<file path="src/rtl/csel_pkg.sv">
package csel_pkg;

  typedef enum logic [1:0] {
    MODE_LOSSLESS = 2'd0,
    MODE_LOSSY    = 2'd1,
    MODE_RAW      = 2'd2
  } csel_mode_e;

  typedef enum logic {
    ST_IDLE = 1'b0,
    ST_WAIT = 1'b1
  } csel_state_e;

endpackage

</file>
<file path="src/rtl/csel_sizer.sv">
// Burst count for a size in bits: ceil(size/unit), clamped to 1..MAX_UNITS,
// returned as count minus one.
module csel_sizer #(
  parameter int SIZE_W    = 11,
  parameter int UNIT_LOG  = 8,
  parameter int MAX_UNITS = 4,
  parameter int CNT_W     = 2
) (
  input  logic [SIZE_W-1:0] size_in,
  output logic [CNT_W-1:0]  code_out
);

  logic [SIZE_W-1:0] floor_u;
  logic [SIZE_W-1:0] ceil_u;
  logic              spill_nz;

  always_comb begin
    floor_u  = size_in >> UNIT_LOG;
    spill_nz = (size_in[UNIT_LOG-1:0] != '0);
    ceil_u   = floor_u + SIZE_W'(spill_nz);
    if (ceil_u == '0) begin
      code_out = '0;
    end else if (ceil_u >= SIZE_W'(MAX_UNITS)) begin
      code_out = CNT_W'(MAX_UNITS - 1);
    end else begin
      code_out = CNT_W'(ceil_u - SIZE_W'(1));
    end
  end

endmodule

</file>
<file path="src/rtl/csel_classify.sv">
// Chooses the storage mode for a freshly encoded block.
module csel_classify
  import csel_pkg::*;
#(
  parameter int SIZE_W     = 11,
  parameter int UNIT_LOG   = 8,
  parameter int BLOCK_BITS = 1024,
  parameter int THR_W      = 10
) (
  input  logic [SIZE_W-1:0] size_in,
  input  logic              approx_ok,
  input  logic [THR_W-1:0]  thr,
  output csel_mode_e        mode_out
);

  localparam int UNIT_BITS = 1 << UNIT_LOG;

  logic [THR_W-1:0] spill;
  logic             too_small;
  logic             too_large;

  always_comb begin
    spill     = THR_W'(size_in[UNIT_LOG-1:0]);
    too_small = size_in < SIZE_W'(UNIT_BITS);
    too_large = size_in > SIZE_W'(BLOCK_BITS);
    if (too_small || too_large) begin
      mode_out = MODE_RAW;
    end else if (approx_ok && (spill != '0) && (spill <= thr)) begin
      mode_out = MODE_LOSSY;
    end else begin
      mode_out = MODE_LOSSLESS;
    end
  end

endmodule

</file>
<file path="src/rtl/csel_thresh_reg.sv">
module csel_thresh_reg #(
  parameter int THR_W     = 10,
  parameter int THR_RESET = 128
) (
  input  logic             clk,
  input  logic             rst_n,
  input  logic             wr_en,
  input  logic [THR_W-1:0] wr_val,
  output logic [THR_W-1:0] thr_q
);

  logic [THR_W-1:0] thr_d;

  always_comb begin
    thr_d = thr_q;
    if (wr_en) thr_d = wr_val;
  end

  always_ff @(posedge clk or negedge rst_n) begin
    if (!rst_n) thr_q <= THR_W'(THR_RESET);
    else        thr_q <= thr_d;
  end


  thr_load_chk: assert property (@(posedge clk) disable iff (!rst_n)
    wr_en |=> (thr_q == $past(wr_val)));

endmodule

</file>
<file path="src/rtl/csel_ctrl.sv">
// Handshake sequencing and decision registers.
module csel_ctrl
  import csel_pkg::*;
#(
  parameter int MAX_UNITS = 4,
  parameter int CNT_W     = 2
) (
  input  logic             clk,
  input  logic             rst_n,
  input  logic             size_valid,
  output logic             size_ready,
  input  csel_mode_e       size_mode,
  input  logic [CNT_W-1:0] size_code,
  output logic             reenc_req,
  input  logic             reenc_valid,
  input  logic [CNT_W-1:0] reenc_code,
  output logic             dec_valid,
  output csel_mode_e       dec_mode,
  output logic [CNT_W-1:0] dec_code
);

  localparam logic [CNT_W-1:0] FULL_CODE = CNT_W'(MAX_UNITS - 1);

  csel_state_e      state_q, state_d;
  logic             dec_valid_d;
  csel_mode_e       dec_mode_d;
  logic [CNT_W-1:0] dec_code_d;
  logic             dec_load_en;

  assign size_ready = (state_q == ST_IDLE);
  assign reenc_req  = (state_q == ST_WAIT);

  always_comb begin
    state_d     = state_q;
    dec_valid_d = 1'b0;
    dec_mode_d  = size_mode;
    dec_code_d  = size_code;
    unique case (state_q)
      ST_IDLE: begin
        if (size_valid) begin
          if (size_mode == MODE_LOSSY) begin
            state_d = ST_WAIT;
          end else begin
            dec_valid_d = 1'b1;
            dec_mode_d  = size_mode;
            dec_code_d  = (size_mode == MODE_RAW) ? FULL_CODE : size_code;
          end
        end
      end
      ST_WAIT: begin
        if (reenc_valid) begin
          dec_valid_d = 1'b1;
          dec_mode_d  = MODE_LOSSY;
          dec_code_d  = reenc_code;
          state_d     = ST_IDLE;
        end
      end
      default: state_d = ST_IDLE;
    endcase
    dec_load_en = dec_valid_d;
  end

  always_ff @(posedge clk or negedge rst_n) begin
    if (!rst_n) begin
      state_q   <= ST_IDLE;
      dec_valid <= 1'b0;
    end else begin
      state_q   <= state_d;
      dec_valid <= dec_valid_d;
    end
  end

  always_ff @(posedge clk or negedge rst_n) begin
    if (!rst_n) begin
      dec_mode <= MODE_LOSSLESS;
      dec_code <= '0;
    end else if (dec_load_en) begin
      dec_mode <= dec_mode_d;
      dec_code <= dec_code_d;
    end
  end


  reenc_cause_chk: assert property (@(posedge clk) disable iff (!rst_n)
    $rose(reenc_req) |-> $past(size_valid && size_ready));


  dec_cause_chk: assert property (@(posedge clk) disable iff (!rst_n)
    dec_valid |-> $past((size_valid && size_ready) || (reenc_valid && reenc_req)));


  lossy_src_chk: assert property (@(posedge clk) disable iff (!rst_n)
    (dec_valid && dec_mode == MODE_LOSSY) |-> $past(reenc_valid && reenc_req));


  raw_full_chk: assert property (@(posedge clk) disable iff (!rst_n)
    (dec_valid && dec_mode == MODE_RAW) |-> (dec_code == FULL_CODE));


  stray_reenc_chk: assert property (@(posedge clk) disable iff (!rst_n)
    (reenc_valid && !reenc_req) |=> (!dec_valid || dec_mode != MODE_LOSSY));

endmodule

</file>
<file path="src/rtl/csel_top.sv">
module csel_top
  import csel_pkg::*;
#(
  parameter int SIZE_W     = 11,
  parameter int UNIT_BITS  = 256,
  parameter int BLOCK_BITS = 1024,
  parameter int THR_W      = 10,
  parameter int THR_RESET  = 128
) (
  input  logic              clk,
  input  logic              rst_n,
  input  logic              size_valid,
  output logic              size_ready,
  input  logic [SIZE_W-1:0] size_bits,
  input  logic              size_approx_ok,
  input  logic              thr_wr_en,
  input  logic [THR_W-1:0]  thr_wr_val,
  output logic              reenc_req,
  input  logic              reenc_valid,
  input  logic [SIZE_W-1:0] reenc_bits,
  output logic              dec_valid,
  output logic [1:0]        dec_mode,
  output logic [1:0]        dec_bursts
);

  localparam int UNIT_LOG  = $clog2(UNIT_BITS);
  localparam int MAX_UNITS = BLOCK_BITS / UNIT_BITS;
  localparam int CNT_W     = (MAX_UNITS > 1) ? $clog2(MAX_UNITS) : 1;

  logic [THR_W-1:0] thr_q;
  csel_mode_e       in_mode;
  csel_mode_e       out_mode;
  logic [CNT_W-1:0] in_code;
  logic [CNT_W-1:0] re_code;
  logic [CNT_W-1:0] out_code;

  csel_thresh_reg #(.THR_W(THR_W), .THR_RESET(THR_RESET)) thr_i (
    .clk(clk), .rst_n(rst_n), .wr_en(thr_wr_en), .wr_val(thr_wr_val), .thr_q(thr_q)
  );

  csel_classify #(.SIZE_W(SIZE_W), .UNIT_LOG(UNIT_LOG), .BLOCK_BITS(BLOCK_BITS),
                  .THR_W(THR_W)) cls_i (
    .size_in(size_bits), .approx_ok(size_approx_ok), .thr(thr_q), .mode_out(in_mode)
  );

  csel_sizer #(.SIZE_W(SIZE_W), .UNIT_LOG(UNIT_LOG), .MAX_UNITS(MAX_UNITS),
               .CNT_W(CNT_W)) in_sz_i (
    .size_in(size_bits), .code_out(in_code)
  );

  csel_sizer #(.SIZE_W(SIZE_W), .UNIT_LOG(UNIT_LOG), .MAX_UNITS(MAX_UNITS),
               .CNT_W(CNT_W)) re_sz_i (
    .size_in(reenc_bits), .code_out(re_code)
  );

  csel_ctrl #(.MAX_UNITS(MAX_UNITS), .CNT_W(CNT_W)) ctrl_i (
    .clk(clk), .rst_n(rst_n),
    .size_valid(size_valid), .size_ready(size_ready),
    .size_mode(in_mode), .size_code(in_code),
    .reenc_req(reenc_req), .reenc_valid(reenc_valid), .reenc_code(re_code),
    .dec_valid(dec_valid), .dec_mode(out_mode), .dec_code(out_code)
  );

  assign dec_mode   = out_mode;
  assign dec_bursts = 2'(out_code);

endmodule

</file>
<file path="config.mk">
export PLATFORM = sky130hd
export DESIGN_NAME = csel_top
export DESIGN_NICKNAME = d
export VERILOG_FILES = /design/src/rtl/csel_pkg.sv /design/src/rtl/csel_sizer.sv /design/src/rtl/csel_classify.sv /design/src/rtl/csel_thresh_reg.sv /design/src/rtl/csel_ctrl.sv /design/src/rtl/csel_top.sv
export SDC_FILE = /design/constraint.sdc
export NUM_CORES = 1
export LEC_CHECK = 0
export ABC_AREA = 1
export CAP_MARGIN = 15
export CORE_ASPECT_RATIO = 2
export CORE_MARGIN = 1
export CORE_UTILIZATION = 38
export CTS_CLUSTER_SIZE = 12
export DETAILED_ROUTE_END_ITERATION = 10
export GPL_ROUTABILITY_DRIVEN = 1
export GPL_TIMING_DRIVEN = 0
export MAX_ROUTING_LAYER = met4
export PLACE_DENSITY = 0.85
export SKIP_CTS_REPAIR_TIMING = 1
export SLEW_MARGIN = 5
export SYNTH_ARGS = -nofsm -noshare
export SYNTH_HDL_FRONTEND = slang
export SYNTH_SLANG_ARGS = --single-unit
</file>
<file path="constraint.sdc">
create_clock -name clk -period 1.55 [get_ports clk]
set_clock_uncertainty 0.1 [all_clocks]
set_input_delay 0.31 -clock clk [delete_from_list [all_inputs] [get_ports clk]]
set_output_delay 0.31 -clock clk [all_outputs]
set_load 0.02 [all_outputs]
</file>
==> impl_metrics.toml <==
[power_and_ir_drop]
seq_power_share_pct = 37.1
p_sw_share_pct = 30.7
clkPwrFrac_pct = 27.6
ir_worst_vdd_mv = 0.428
intPower_uw = 921
p_switching_uw = 409
p_per_area_nw_per_um2 = 730
p_total_mw = 1.33
p_comb_share_pct = 35.3
leakage_nw = 0.984

[yosys]
syn_inst = 145
synth_seq_cells = 16
syn-num-nets = 197
synth_cell_types = 22
synth_area_um2 = 1110
yosysWarnings = 0
avgSynthCellArea_um2 = 7.64
yosysSeqAreaShare_pct = 36.3

[finish]
final_cell_mix = "nand2_1 (36), clkdlybuf4s50_1 (21), inv_1 (16), dlymetal6s2s_1 (16), dfrtp_1 (15)"
final_area_um2 = 1820
n_fill_cell = 216
multiInputGateArea_um2 = 758
area_delta_synth_final_pct = 64.6
fin_nets = 249
drive_above_1_share_pct = 26.0
final_core_util_pct = 65.8
num_antenna_cells = 0
fin_cells = 225
ff_latch_area_um2 = 402
final_common_cell = "nand2_1"

[run]
maxCapViolations = 0

[routing]
dr_total_vias = 1153
dr.pass1.iters = 4
drc = 0
drt-total-wl_um = 3040
avgRoutedWirePerCell_um = 13.5
ant_nets = 0
vias_per_cell = 5.12
drtIter0Drc = 19

[placed_design]
portBuffers = 43
dpl.cell_count = 217
hpwl_um = 2350
placed_area_um2 = 1670
place.gp.congestion = 0.819
pre_cts_ws_ps = -982

[clock_network]
clkSinkCount = 16
clockRootBuffer = "clkbuf_8"
cts_buffer_depth = 2
clkTransAtPathRegs_ps = 70
cts_tree = "yes"
htree_levels = 1
numCtsBuffers = 3
clock_latency_ps = 240

[critical_path]
worstPathMaxFanout = 2
critPathKind = "primary input to flop"
crit_required_ps = 1590
arrival_ps = 1920
regToRegSetupSlack_ps = -220
cp-start-kind = "primary input"
setup.worst_path.end_class = "flop"

[global_routing]
grt_pass1_wl_um = 4510
antenna_found_initial = 0
grt_pass1_vias = 1171
grt_usage_pct = 20.7
grt_max_degree = 17
grt-ovfl-total = 0

[die]
rows = 27
die_area_um2 = 3150
die_h_um = 78.3
io_pins = 45
die_x_um = 40.2
core_area_um2 = 2770
start_util_pct = 40.0

[timing]
fin_crit_ps = 1880
slew_headroom_pct = 50.6
drv_slew = 0
worst_pin_slew_ps = 739
fin_crit_sh_pct = 122
rsz0062_at_grt = "yes"
layout_setup_ws_ps = -334
hold_viol = 0
fmax_mhz = 531
finalSetupViolCount = 7

[run_status]
violations = "negative setup slack"
outcome = "finished, violations left"

[min_path]
hold_class = "primary input to flop"
==> worst paths after layout <==
check | from | endpoint | cells after the start
setup / recovery | reenc_bits[2] | ctrl_i.dec_code[1] | 12
hold reg to reg | ctrl_i.dec_mode[0] | ctrl_i.dec_mode[0] | 2
hold / removal | thr_wr_en | thr_i.thr_q[7] | 2
min in group asynchronous | rst_n | thr_i.thr_q[2] | 1
max in group asynchronous | rst_n | ctrl_i.dec_mode[1] | 1
setup reg to reg | thr_i.thr_q[7] | ctrl_i.dec_code[0] | 11
==> critical path: stages <==
cell	delay (ps)
clkbuf_2	80
nor4_2	270
nand2_1	140
ha_4	190
ha_4	260
inv_2	40
ha_4	250
o21ai_1	70
nand2_1	100
nand3_2	100
nand2_1	80
nand2_1	40
==> cell type report <==
cell class / count / area share, %
Buffer: 2 / 0.480
Clock buffer: 4 / 3.02
Inverter: 23 / 4.74
Multi-Input combinational cell: 104 / 41.6
Sequential cell: 16 / 22.0
Tap cell: 29 / 1.99
Timing Repair Buffer: 47 / 26.1
==> power by group through the flow <==
stage	clock (mW)	sequential [mW]	combinational (mW)
6_report	0.367	0.493	0.470
2_1_floorplan	0	0.531	0.204
5_1_grt	0.402	0.501	0.519
3_5_place_dp	0	0.501	0.462
3_3_place_gp	0	0.499	0.443
4_1_cts	0.373	0.494	0.465
==> synthesized netlist by cell type, drive strengths merged <==
| master | number | share of area (%) |
|---|---|---|
| nand3 | 9 | 4.1 |
| buf | 1 | 0.45 |
| inv | 23 | 7.8 |
| nor4 | 2 | 1.1 |
| o22ai | 1 | 0.57 |
| ha | 14 | 16 |
| dfstp | 1 | 2.4 |
| o21ai | 14 | 6.3 |
| clkbuf | 1 | 0.34 |
| nand2 | 44 | 18 |
| mux2 | 1 | 1.0 |
| dfrtp | 15 | 34 |
| o21bai | 1 | 0.68 |
| nor2 | 15 | 6.4 |
| nand4 | 1 | 0.57 |
| a21oi | 2 | 0.90 |
==> cells by family after synthesis <==
group / count (synthesis) / synth area share, %
multiplexers: 1 / 1.02
buffers and inverters: 25 / 8.59
AND/OR/NAND/NOR: 71 / 29.8
AO/OA/AOI/OAI: 18 / 8.47
adder cells (fa/ha/maj): 14 / 15.8
flip-flops: 16 / 36.3
==> sequential cells by signal, indices dropped and copies added (netlist names) <==
| signal | cells |
|---|---|
| ctrl_i.reenc_req | 1 |
| ctrl_i.dec_mode | 2 |
| ctrl_i.dec_code | 2 |
| thr_i.thr_q | 10 |
| ctrl_i.dec_valid | 1 |
==> layer usage <==
| layer | GRT usage (%) | up-vias | share of wire, % |
|---|---|---|---|
| met5 | - | - | 0 |
| met1 | 17.2 | 549 | 33 |
| li1 | - | 565 | - |
| met4 | 6.33 | 0 | 2.1 |
| met3 | 2.82 | 6 | 3.9 |
| met2 | 40.8 | 33 | 61 |
==> stage by stage <==
step | setup TNS, ps | hold slack [ps]
global route | -1920 | 296
finish | -1350 | 279
floorplan | -625 | -85.6
CTS | -2880 | 268
global placement | -3390 | 376
detailed placement | -3640 | 378
No activity file was read; power rests on OpenSTA's default activity.
